## src/rtl/wba_pkg.sv

```systemverilog
package wba_pkg;
  typedef enum logic [1:0] {
    STAT_RESET = 2'd0,
    STAT_READY = 2'd1,
    STAT_BUSY  = 2'd2
  } stat_e;

  typedef enum logic [2:0] {
    PH_RESET, PH_IDLE, PH_CMD, PH_WAIT, PH_BEATS, PH_RET
  } phase_e;

  typedef enum logic [1:0] {
    OP_READ, OP_WRITE, OP_REFRESH
  } op_e;
endpackage

```

## src/rtl/wba_ctrl.sv

```systemverilog
module wba_ctrl
  import wba_pkg::*;
#(
  parameter int ADDR_W = 16,
  parameter int WORD_W = 16
) (
  input  logic              clk,
  input  logic              rst_n,
  input  logic              req_valid,
  input  logic              req_write,
  input  logic              req_refresh,
  input  logic [ADDR_W-1:0] req_addr,
  input  logic [WORD_W-1:0] req_wdata,
  input  logic              mem_cmd_ready,
  input  logic              mem_done,
  input  logic              burst_last,
  output phase_e            phase,
  output op_e               op,
  output logic [ADDR_W-1:0] lat_addr,
  output logic [WORD_W-1:0] lat_wdata,
  output logic              take,
  output stat_e             status
);
  phase_e phase_nx;

  assign take = (phase == PH_IDLE) && req_valid;

  function automatic op_e decode_op(input logic refr, input logic wr);
    if (refr)    return OP_REFRESH;
    else if (wr) return OP_WRITE;
    else         return OP_READ;
  endfunction

  always_comb begin
    phase_nx = phase;
    unique case (phase)
      PH_RESET: phase_nx = PH_IDLE;
      PH_IDLE:  if (take) phase_nx = PH_CMD;
      PH_CMD:   if (mem_cmd_ready) phase_nx = (op == OP_READ) ? PH_BEATS : PH_WAIT;
      PH_WAIT:  if (mem_done) phase_nx = PH_IDLE;
      PH_BEATS: if (burst_last) phase_nx = PH_RET;
      PH_RET:   phase_nx = PH_IDLE;
      default:  phase_nx = PH_IDLE;
    endcase
  end

  always_ff @(posedge clk or negedge rst_n) begin
    if (!rst_n) begin
      phase     <= PH_RESET;
      op        <= OP_READ;
      lat_addr  <= '0;
      lat_wdata <= '0;
    end else begin
      phase <= phase_nx;
      if (take) begin
        op        <= decode_op(req_refresh, req_write);
        lat_addr  <= req_addr;
        lat_wdata <= req_wdata;
      end
    end
  end

  always_comb begin
    unique case (phase)
      PH_RESET: status = STAT_RESET;
      PH_IDLE:  status = STAT_READY;
      default:  status = STAT_BUSY;
    endcase
  end
endmodule

```

## src/rtl/wba_write_pack.sv

```systemverilog
module wba_write_pack #(
  parameter int WORD_W = 16,
  parameter int BEATS  = 8,
  localparam int IDX_W = $clog2(BEATS)
) (
  input  logic                    wr_active,
  input  logic [IDX_W-1:0]        lo_idx,
  input  logic [WORD_W-1:0]       word,
  output logic [BEATS*WORD_W-1:0] payload,
  output logic [BEATS-1:0]        mask
);
  function automatic logic [BEATS-1:0] keep_only(input logic [IDX_W-1:0] lo);
    logic [BEATS-1:0] m;
    m = '1;
    m[lo] = 1'b0;
    return m;
  endfunction

  for (genvar g = 0; g < BEATS; g++) begin : g_beat
    assign payload[g*WORD_W +: WORD_W] = word;
  end

  assign mask = wr_active ? keep_only(lo_idx) : '1;
endmodule

```

## src/rtl/wba_read_pick.sv

```systemverilog
module wba_read_pick #(
  parameter int WORD_W  = 16,
  parameter int BEATS   = 8,
  parameter int RD_SKEW = 3,
  localparam int IDX_W  = $clog2(BEATS)
) (
  input  logic              clk,
  input  logic              rst_n,
  input  logic              collecting,
  input  logic [IDX_W-1:0]  lo_idx,
  input  logic              beat_valid,
  input  logic [WORD_W-1:0] beat_data,
  output logic [WORD_W-1:0] word,
  output logic              last
);
  logic [IDX_W-1:0] cnt;
  logic [IDX_W-1:0] sel;
  logic             beat_in;

  function automatic logic [IDX_W-1:0] skewed_beat(input logic [IDX_W-1:0] lo);
    int s;
    s = (int'(lo) + RD_SKEW) % BEATS;
    return IDX_W'(s);
  endfunction

  assign sel     = skewed_beat(lo_idx);
  assign beat_in = collecting && beat_valid;
  assign last    = beat_in && (cnt == IDX_W'(BEATS - 1));

  always_ff @(posedge clk or negedge rst_n) begin
    if (!rst_n) begin
      cnt  <= '0;
      word <= '0;
    end else if (!collecting) begin
      cnt <= '0;
    end else if (beat_in) begin
      cnt <= cnt + 1'b1;
      if (cnt == sel) word <= beat_data;
    end
  end
endmodule

```

## src/rtl/word_burst_adapter.sv

```systemverilog
module word_burst_adapter
  import wba_pkg::*;
#(
  parameter int ADDR_W  = 16,
  parameter int WORD_W  = 16,
  parameter int BEATS   = 8,
  parameter int RD_SKEW = 3
) (
  input  logic                    clk,
  input  logic                    rst_n,
  input  logic                    req_valid,
  input  logic                    req_write,
  input  logic                    req_refresh,
  input  logic [ADDR_W-1:0]       req_addr,
  input  logic [WORD_W-1:0]       req_wdata,
  output logic [1:0]              status,
  output logic                    rd_valid,
  output logic [WORD_W-1:0]       rd_data,
  output logic                    mem_cmd_valid,
  output logic                    mem_cmd_write,
  output logic                    mem_cmd_refresh,
  output logic [ADDR_W-1:0]       mem_cmd_col,
  input  logic                    mem_cmd_ready,
  output logic [BEATS*WORD_W-1:0] mem_wdata,
  output logic [BEATS-1:0]        mem_wmask,
  input  logic                    mem_done,
  input  logic                    mem_rbeat_valid,
  input  logic [WORD_W-1:0]       mem_rbeat_data
);
  localparam int IDX_W = $clog2(BEATS);

  phase_e            phase;
  op_e               op;
  stat_e             stat;
  logic [ADDR_W-1:0] lat_addr;
  logic [WORD_W-1:0] lat_wdata;
  logic              take;
  logic              burst_last;
  logic              wr_hold;
  logic              collecting;

  wba_ctrl #(.ADDR_W(ADDR_W), .WORD_W(WORD_W)) u_ctrl (
    .clk(clk), .rst_n(rst_n),
    .req_valid(req_valid), .req_write(req_write), .req_refresh(req_refresh),
    .req_addr(req_addr), .req_wdata(req_wdata),
    .mem_cmd_ready(mem_cmd_ready), .mem_done(mem_done), .burst_last(burst_last),
    .phase(phase), .op(op), .lat_addr(lat_addr), .lat_wdata(lat_wdata),
    .take(take), .status(stat)
  );

  assign wr_hold    = (op == OP_WRITE) && ((phase == PH_CMD) || (phase == PH_WAIT));
  assign collecting = (phase == PH_BEATS);

  wba_write_pack #(.WORD_W(WORD_W), .BEATS(BEATS)) u_wpack (
    .wr_active(wr_hold), .lo_idx(lat_addr[IDX_W-1:0]), .word(lat_wdata),
    .payload(mem_wdata), .mask(mem_wmask)
  );

  wba_read_pick #(.WORD_W(WORD_W), .BEATS(BEATS), .RD_SKEW(RD_SKEW)) u_rpick (
    .clk(clk), .rst_n(rst_n), .collecting(collecting),
    .lo_idx(lat_addr[IDX_W-1:0]),
    .beat_valid(mem_rbeat_valid), .beat_data(mem_rbeat_data),
    .word(rd_data), .last(burst_last)
  );

  assign status          = stat;
  assign mem_cmd_valid   = (phase == PH_CMD);
  assign mem_cmd_write   = mem_cmd_valid && (op == OP_WRITE);
  assign mem_cmd_refresh = mem_cmd_valid && (op == OP_REFRESH);
  assign mem_cmd_col     = {lat_addr[ADDR_W-1:IDX_W], {IDX_W{1'b0}}};
  assign rd_valid        = (phase == PH_RET);
endmodule

```

## config.mk

```make
export PLATFORM = sky130hd
export DESIGN_NAME = word_burst_adapter
export DESIGN_NICKNAME = d
export VERILOG_FILES = /design/src/rtl/wba_pkg.sv /design/src/rtl/wba_ctrl.sv /design/src/rtl/wba_write_pack.sv /design/src/rtl/wba_read_pick.sv /design/src/rtl/word_burst_adapter.sv
export SDC_FILE = /design/constraint.sdc
export NUM_CORES = 1
export LEC_CHECK = 0
export BUFFER_PORTS_ARGS = -buffer_cell sky130_fd_sc_hd__buf_4
export CORE_MARGIN = 10
export CORE_UTILIZATION = 46
export CTS_CLUSTER_DIAMETER = 150
export DETAILED_ROUTE_END_ITERATION = 8
export PLACE_DENSITY = 0.83
export SLEW_MARGIN = 40
export SYNTH_ARGS = -nofsm -noshare
export SYNTH_HDL_FRONTEND = slang
export SYNTH_SLANG_ARGS = --single-unit
```

## constraint.sdc

```tcl
create_clock -name clk -period 4.28 [get_ports clk]
set_input_delay 0.642 -clock clk [delete_from_list [all_inputs] [get_ports clk]]
set_output_delay 0.642 -clock clk [all_outputs]
set_load 0.005 [all_outputs]
```

==> results.json, run 1 <==
{
  "status": "complete, no violations",
  "nets": 466,
  "synth.distinct_cells": 33,
  "final-seq-area_sq_mm": 0.00140,
  "p_seq_share_pct": 32.4,
  "slew_violations": 0,
  "cp.arrival_ns": 1.81,
  "synth_seq_cells": 56,
  "cp-end-kind": "primary output",
  "switchingPower_w": 0.00105,
  "cts-root-buf": "clkbuf_8",
  "stdcell_count": 507,
  "gp_congestion": 0.769,
  "syn_inst": 305,
  "tritoncts": "yes",
  "mostFrequentLayoutCell": "buf_4",
  "ctsHoldBuffers": 0,
  "ioPinCount": 230,
  "vias_per_cell": 4.51,
  "first_pass_iters": 4,
  "cp-start-kind": "flip-flop",
  "dpl.hpwl_mm": 7.82,
  "yosys_warnings": 0,
  "fillers": 617,
  "mostFrequentLayoutCells": "226 x buf_4, 56 x dfrtp_1, 36 x mux2_2",
  "clkPwrFrac_pct": 11.0,
  "intPower_w": 0.00198,
  "drc": 0,
  "cts_resized": 0,
  "syn_area_sq_mm": 0.00340,
  "antenna_found_initial": 0,
  "fmax_ghz": 0.407,
  "fp.dieH_microns": 106,
  "finalSetupViolCount": 0,
  "p_per_area_mw_per_mm2": 697,
  "fin_crit_sh_pct": 57.4,
  "ir_drop_v": 0.000337,
  "slew_headroom_pct": 53.7,
  "leakage_nw": 2.29,
  "synth_seq_area_share_pct": 41.2,
  "p_total_w": 0.00303,
  "die_area_sq_mm": 0.0112,
  "cts_sinks": 56,
  "grt_usage_pct": 15.5,
  "grt_pass1_vias": 2575,
  "dp_slack_ns": 2.16,
  "drv_cap": 0,
  "power.share.switching_pct": 34.7,
  "drtIter0Drc": 39,
  "multi_input_area_sq_um": 987,
  "layout-drive-gt1-share_pct": 69.9,
  "grt_pass1_wl_mm": 14.2,
  "placed_cells_incl_taps": 499,
  "worstHoldPathType": "input pin to asynchronous set/reset pin",
  "clock_latency_ns": 0.30,
  "area_growth_pct": 27.9,
  "std_cell_rows": 31,
  "hold_viol_final": 0,
  "cp.required_ns": 3.64,
  "wl_per_cell_microns": 18.2,
  "htreeDepth": 2,
  "fin_skew_ns": 0.0101,
  "die_w_microns": 106,
  "tightest_slew_ns": 0.695,
  "avgSynthCellArea_sq_um": 11.1,
  "portBuffers": 226,
  "fin_tns_setup_ns": 0,
  "n_antenna_cell": 0,
  "grt-ovfl-total": 0,
  "cts_setup_buffers": 0,
  "ant_nets": 0,
  "crit_type": "flip-flop to primary output",
  "drt_wl_total_mm": 9.25,
  "cp_max_fo": 11,
  "path_clk_slew_ns": 0.10,
  "grt_max_degree": 57,
  "core_area_sq_mm": 0.00721,
  "initial_core_util_pct": 47.1,
  "rsz0062_at_grt": "no",
  "min_period_ns": 2.45,
  "ctsLongestPathBuffers": 2,
  "worst_slack_ns": 1.83,
  "comb_power_share_pct": 56.6,
  "dr_total_vias": 2289,
  "cts_buffers": 5
}
-- cell usage after synthesis --
cell	n	share of area, %
buf_2	3	0.44
nor2b_1	2	0.37
and2_1	1	0.18
buf_4	130	29
nand3b_1	1	0.22
inv_1	4	0.44
nand2b_1	1	0.18
nor2_4	1	0.33
mux2_4	10	4.4
xnor2_1	5	1.3
nand2_1	11	1.2
buf_6	1	0.33
dfrtp_1	56	41
or2_2	1	0.18
o32a_1	1	0.29
a31oi_1	2	0.37
nor3_1	4	0.59
mux2_2	36	12
mux2_1	1	0.33
nand3_4	1	0.52
nand3_1	2	0.29
or2b_1	2	0.44
a2bb2oi_1	2	0.52
ha_1	3	1.1
o22a_1	1	0.26
and3_1	1	0.18
and2b_1	1	0.22
o21ai_0	3	0.44
nor2_1	13	1.4
or3b_4	1	0.33
mux2i_1	2	0.59
nor3_4	1	0.48
conb_1	1	0.11
-- power groups by stage --
| stage | logic [W] | registers [W] | clock network [W] |
|---|---|---|---|
| 5_1_grt | 0.00186 | 0.00103 | 0.000368 |
| 3_3_place_gp | 0.00171 | 0.000974 | 0 |
| 6_report | 0.00171 | 0.000981 | 0.000334 |
| 2_1_floorplan | 0.00132 | 0.000931 | 0 |
| 3_5_place_dp | 0.00176 | 0.000995 | 0 |
| 4_1_cts | 0.00176 | 0.000986 | 0.000351 |
-- sequential cells by signal, indices dropped and copies added, names as in the netlist --
signal,flops
u_ctrl.lat_wdata,16
u_ctrl.phase,3
u_ctrl.lat_addr,16
u_rpick.word,16
u_ctrl.op,2
u_rpick.cnt,3
-- final cells by class --
type / count / share of cell area, %
multi-input combinational: 113 / 22.7
inverter: 4 / 0.345
sequential: 56 / 32.2
clock inverter: 2 / 0.806
timing repair buffer: 227 / 39.4
tap: 99 / 2.85
clock buffer: 6 / 1.67
-- critical path: stages (launching register included) --
cell	delay, ns
dfrtp_1	0.49
or2b_1	0.31
nor3_1	0.41
nand3_1	0.14
buf_4	0.16
-- logic make-up after synthesis --
| kind of cell | Yosys count | synth area share [%] |
|---|---|---|
| AO/OA/AOI/OAI | 9 | 1.88 |
| XOR/XNOR | 5 | 1.29 |
| adder cells (fa/ha/maj) | 3 | 1.10 |
| buffers and inverters | 138 | 29.9 |
| flip-flops | 56 | 41.2 |
| multiplexers | 49 | 17.3 |
| other | 1 | 0.110 |
| AND/OR/NAND/NOR | 44 | 7.18 |
-- worst paths after layout --
kind                                                  start                              end  slack [ns]  cells past startpoint
worst max-delay path            u_ctrl.phase[2]$_DFFE_PN0P_                     mem_wmask[7]        1.83                      4
worst min-delay path                                  rst_n      u_rpick.word[0]$_DFFE_PN0P_        0.38                      1
worst max register to register  u_ctrl.phase[2]$_DFFE_PN0P_  u_ctrl.lat_wdata[3]$_DFFE_PN0P_        2.23                      4
worst min register to register  u_rpick.word[3]$_DFFE_PN0P_      u_rpick.word[3]$_DFFE_PN0P_        0.52                      1
max in group asynchronous                             rst_n   u_ctrl.lat_addr[3]$_DFFE_PN0P_        3.44                      1
min in group clk                u_rpick.word[3]$_DFFE_PN0P_      u_rpick.word[3]$_DFFE_PN0P_        0.52                      1
-- layer usage --
metal  track usage, %  vias to the layer above  wire length [microns]
met5                0                        -                      0
met1             16.0                     1060                   3350
li1                 -                     1068                      -
met2             26.6                      152                   4570
met4             3.68                        0                    111
met3             9.06                        9                   1220
-- per-stage QoR --
step	area [sq um]	hold slack, ns	util [%]
finish	4350	0.382	60.2
global route	4350	0.420	60.2
CTS	4350	0.404	60.2
detailed placement	4240	0.495	58.8
global placement	4220	0.490	58.6
floorplan	3410	0.346	-
Power figures use the tool's default switching activity.
==> run 2: changes to the inputs <==
CORE_UTILIZATION = 38   (was 46)
PLACE_DENSITY = 0.73   (was 0.83)
clock period = 2.1 ns   (was 4.28 ns; I/O delays follow)
==> run 2 against run 1 <==
Net effect:
- critical path depth stayed put
- worst hold slack lost 0.34 ns
- critical endpoint unchanged
- clock skew shrank 0.0031 ns
- flip-flop and latch count stayed put
- largest cell class unchanged
- utilization decreased by 10 points
- clock power is 110% higher
- final cell count rose by 2.0%
==> results.json, run 2 (same netlist as run 1, synthesis figures left out) <==
{
  "status": "complete, no violations",
  "drt_wl_total_mm": 9.24,
  "initial_core_util_pct": 39.0,
  "cp.arrival_ns": 1.77,
  "die_area_sq_mm": 0.0131,
  "grt_max_degree": 57,
  "area_growth_pct": 28.6,
  "drc": 0,
  "clock_latency_ns": 0.30,
  "cts_resized": 0,
  "regToRegStartpoint": "u_ctrl.lat_addr[0]$_DFFE_PN0P_",
  "cp-start-kind": "flip-flop",
  "first_pass_iters": 4,
  "nets": 467,
  "tightest_slew_ns": 0.722,
  "tritoncts": "yes",
  "crit_type": "flip-flop to primary output",
  "n_antenna_cell": 0,
  "top_regs": "u_ctrl.lat_addr (16), u_ctrl.lat_wdata (16), u_rpick.word (16)",
  "drtIter0Drc": 70,
  "ctsLongestPathBuffers": 2,
  "portBuffers": 226,
  "std_cell_rows": 34,
  "drv_cap": 0,
  "cts-root-buf": "clkbuf_8",
  "path_clk_slew_ns": 0.10,
  "mostFrequentLayoutCells": "227 x buf_4, 56 x dfrtp_1, 36 x mux2_2",
  "cts_sinks": 56,
  "dr_total_vias": 2278,
  "cp_max_fo": 11,
  "cp.required_ns": 1.78,
  "leakage_nw": 2.30,
  "ant_nets": 0,
  "fillers": 804,
  "gp_congestion": 0.780,
  "core_area_sq_mm": 0.00872,
  "cp-end-kind": "primary output",
  "final-seq-area_sq_mm": 0.00140,
  "grt_pass1_vias": 2513,
  "worstHoldPathType": "input pin to asynchronous set/reset pin",
  "fin_crit_sh_pct": 99.2,
  "grt_usage_pct": 12.8,
  "worst_slack_ns": 0.0163,
  "rrSetupSlack_ns": 0.14,
  "mostFrequentLayoutCell": "buf_4",
  "fin_skew_ns": 0.00699,
  "min_period_ns": 2.08,
  "cts_setup_buffers": 0,
  "slew_violations": 0,
  "antenna_found_initial": 0,
  "rsz0062_at_grt": "yes",
  "fmax_ghz": 0.480,
  "startpoint": "u_ctrl.phase[2]$_DFFE_PN0P_",
  "grt_pass1_wl_mm": 13.6,
  "die_w_microns": 115,
  "grt-ovfl-total": 0,
  "ioPinCount": 230,
  "wl_per_cell_microns": 17.9,
  "dpl.hpwl_mm": 7.70,
  "layout-drive-gt1-share_pct": 69.9,
  "reg2reg_to": "u_rpick.word[15]$_DFFE_PN0P_",
  "p_total_w": 0.00616,
  "vias_per_cell": 4.41,
  "finalSetupViolCount": 0,
  "ir_drop_v": 0.000589,
  "fp.dieH_microns": 115,
  "multi_input_area_sq_um": 987,
  "stdcell_count": 517,
  "cts_buffers": 5,
  "hold_viol_final": 0,
  "dp_slack_ns": 0.134,
  "slew_headroom_pct": 51.9,
  "holdWs_ns": 0.0451,
  "placed_cells_incl_taps": 509,
  "p_per_area_mw_per_mm2": 1410,
  "endpoint": "mem_wmask[7]",
  "htreeDepth": 2,
  "r2r_cells": 6
}
==> run 2: changes by cell type in the layout (fill, tap and decap cells not counted) <==
cell / change
buf_8: -1
buf_4: +1
buf_12: +1
==> run 2: timing repair <==
action,4_1_cts,5_1_grt
hold buffers,0,0
hold endpoints to repair,0,0
setup endpoints to repair,0,8
==> run 2: worst max-delay path, stage by stage (launching register included) <==
cell	delay (ns)
dfrtp_1	0.49
or2b_1	0.31
nor3_1	0.37
nand3_1	0.14
buf_4	0.16
==> run 2: cell type report <==
cell class	instances	share of cell area [%]
inverters	4	0.344
repair buffers	228	39.5
flip-flops and latches	56	32.1
clock buffers	6	1.66
clock inverters	2	0.802
well taps	108	3.09
multi-input cells	113	22.6
==> run 2: metal layers <==
layer	global-route usage [%]	vias up	routed length, microns	share of wire, %
met5	0	-	0	0
met4	2.92	0	58	0.63
met3	9.07	4	1570	17
met2	21.9	144	4570	49
met1	12.1	1070	3040	33
li1	-	1060	-	-
==> run 2: report_power, final <==
group / internal (W) / switching, W / total (W) / leakage, nW
combinational: 0.00224 / 0.00125 / 0.00349 / 1.54
clock: 0.000355 / 0.000341 / 0.000696 / 0.0552
sequential: 0.00145 / 0.000529 / 0.00198 / 0.704
==> run 2: worst min path at each step <==
stage / start / end / cells past startpoint
6_report: rst_n / u_ctrl.lat_addr[0]$_DFFE_PN0P_ / 1
5_1_grt: rst_n / u_ctrl.lat_addr[1]$_DFFE_PN0P_ / 1
3_3_place_gp: rst_n / u_ctrl.lat_addr[0]$_DFFE_PN0P_ / 1
2_1_floorplan: rst_n / u_ctrl.lat_addr[0]$_DFFE_PN0P_ / 0
4_1_cts: rst_n / u_rpick.cnt[2]$_DFFE_PN0P_ / 1
3_5_place_dp: rst_n / u_ctrl.lat_addr[1]$_DFFE_PN0P_ / 1
==> run 2: per-stage QoR <==
step	setup TNS, ns	util, %	instance area, sq um
2_1_floorplan	0	-	3410
3_3_place_gp	0	48.9	4260
3_5_place_dp	0	48.9	4260
4_1_cts	0	50.1	4370
5_1_grt	-0.755	50.1	4370
6_report	0	50.1	4370
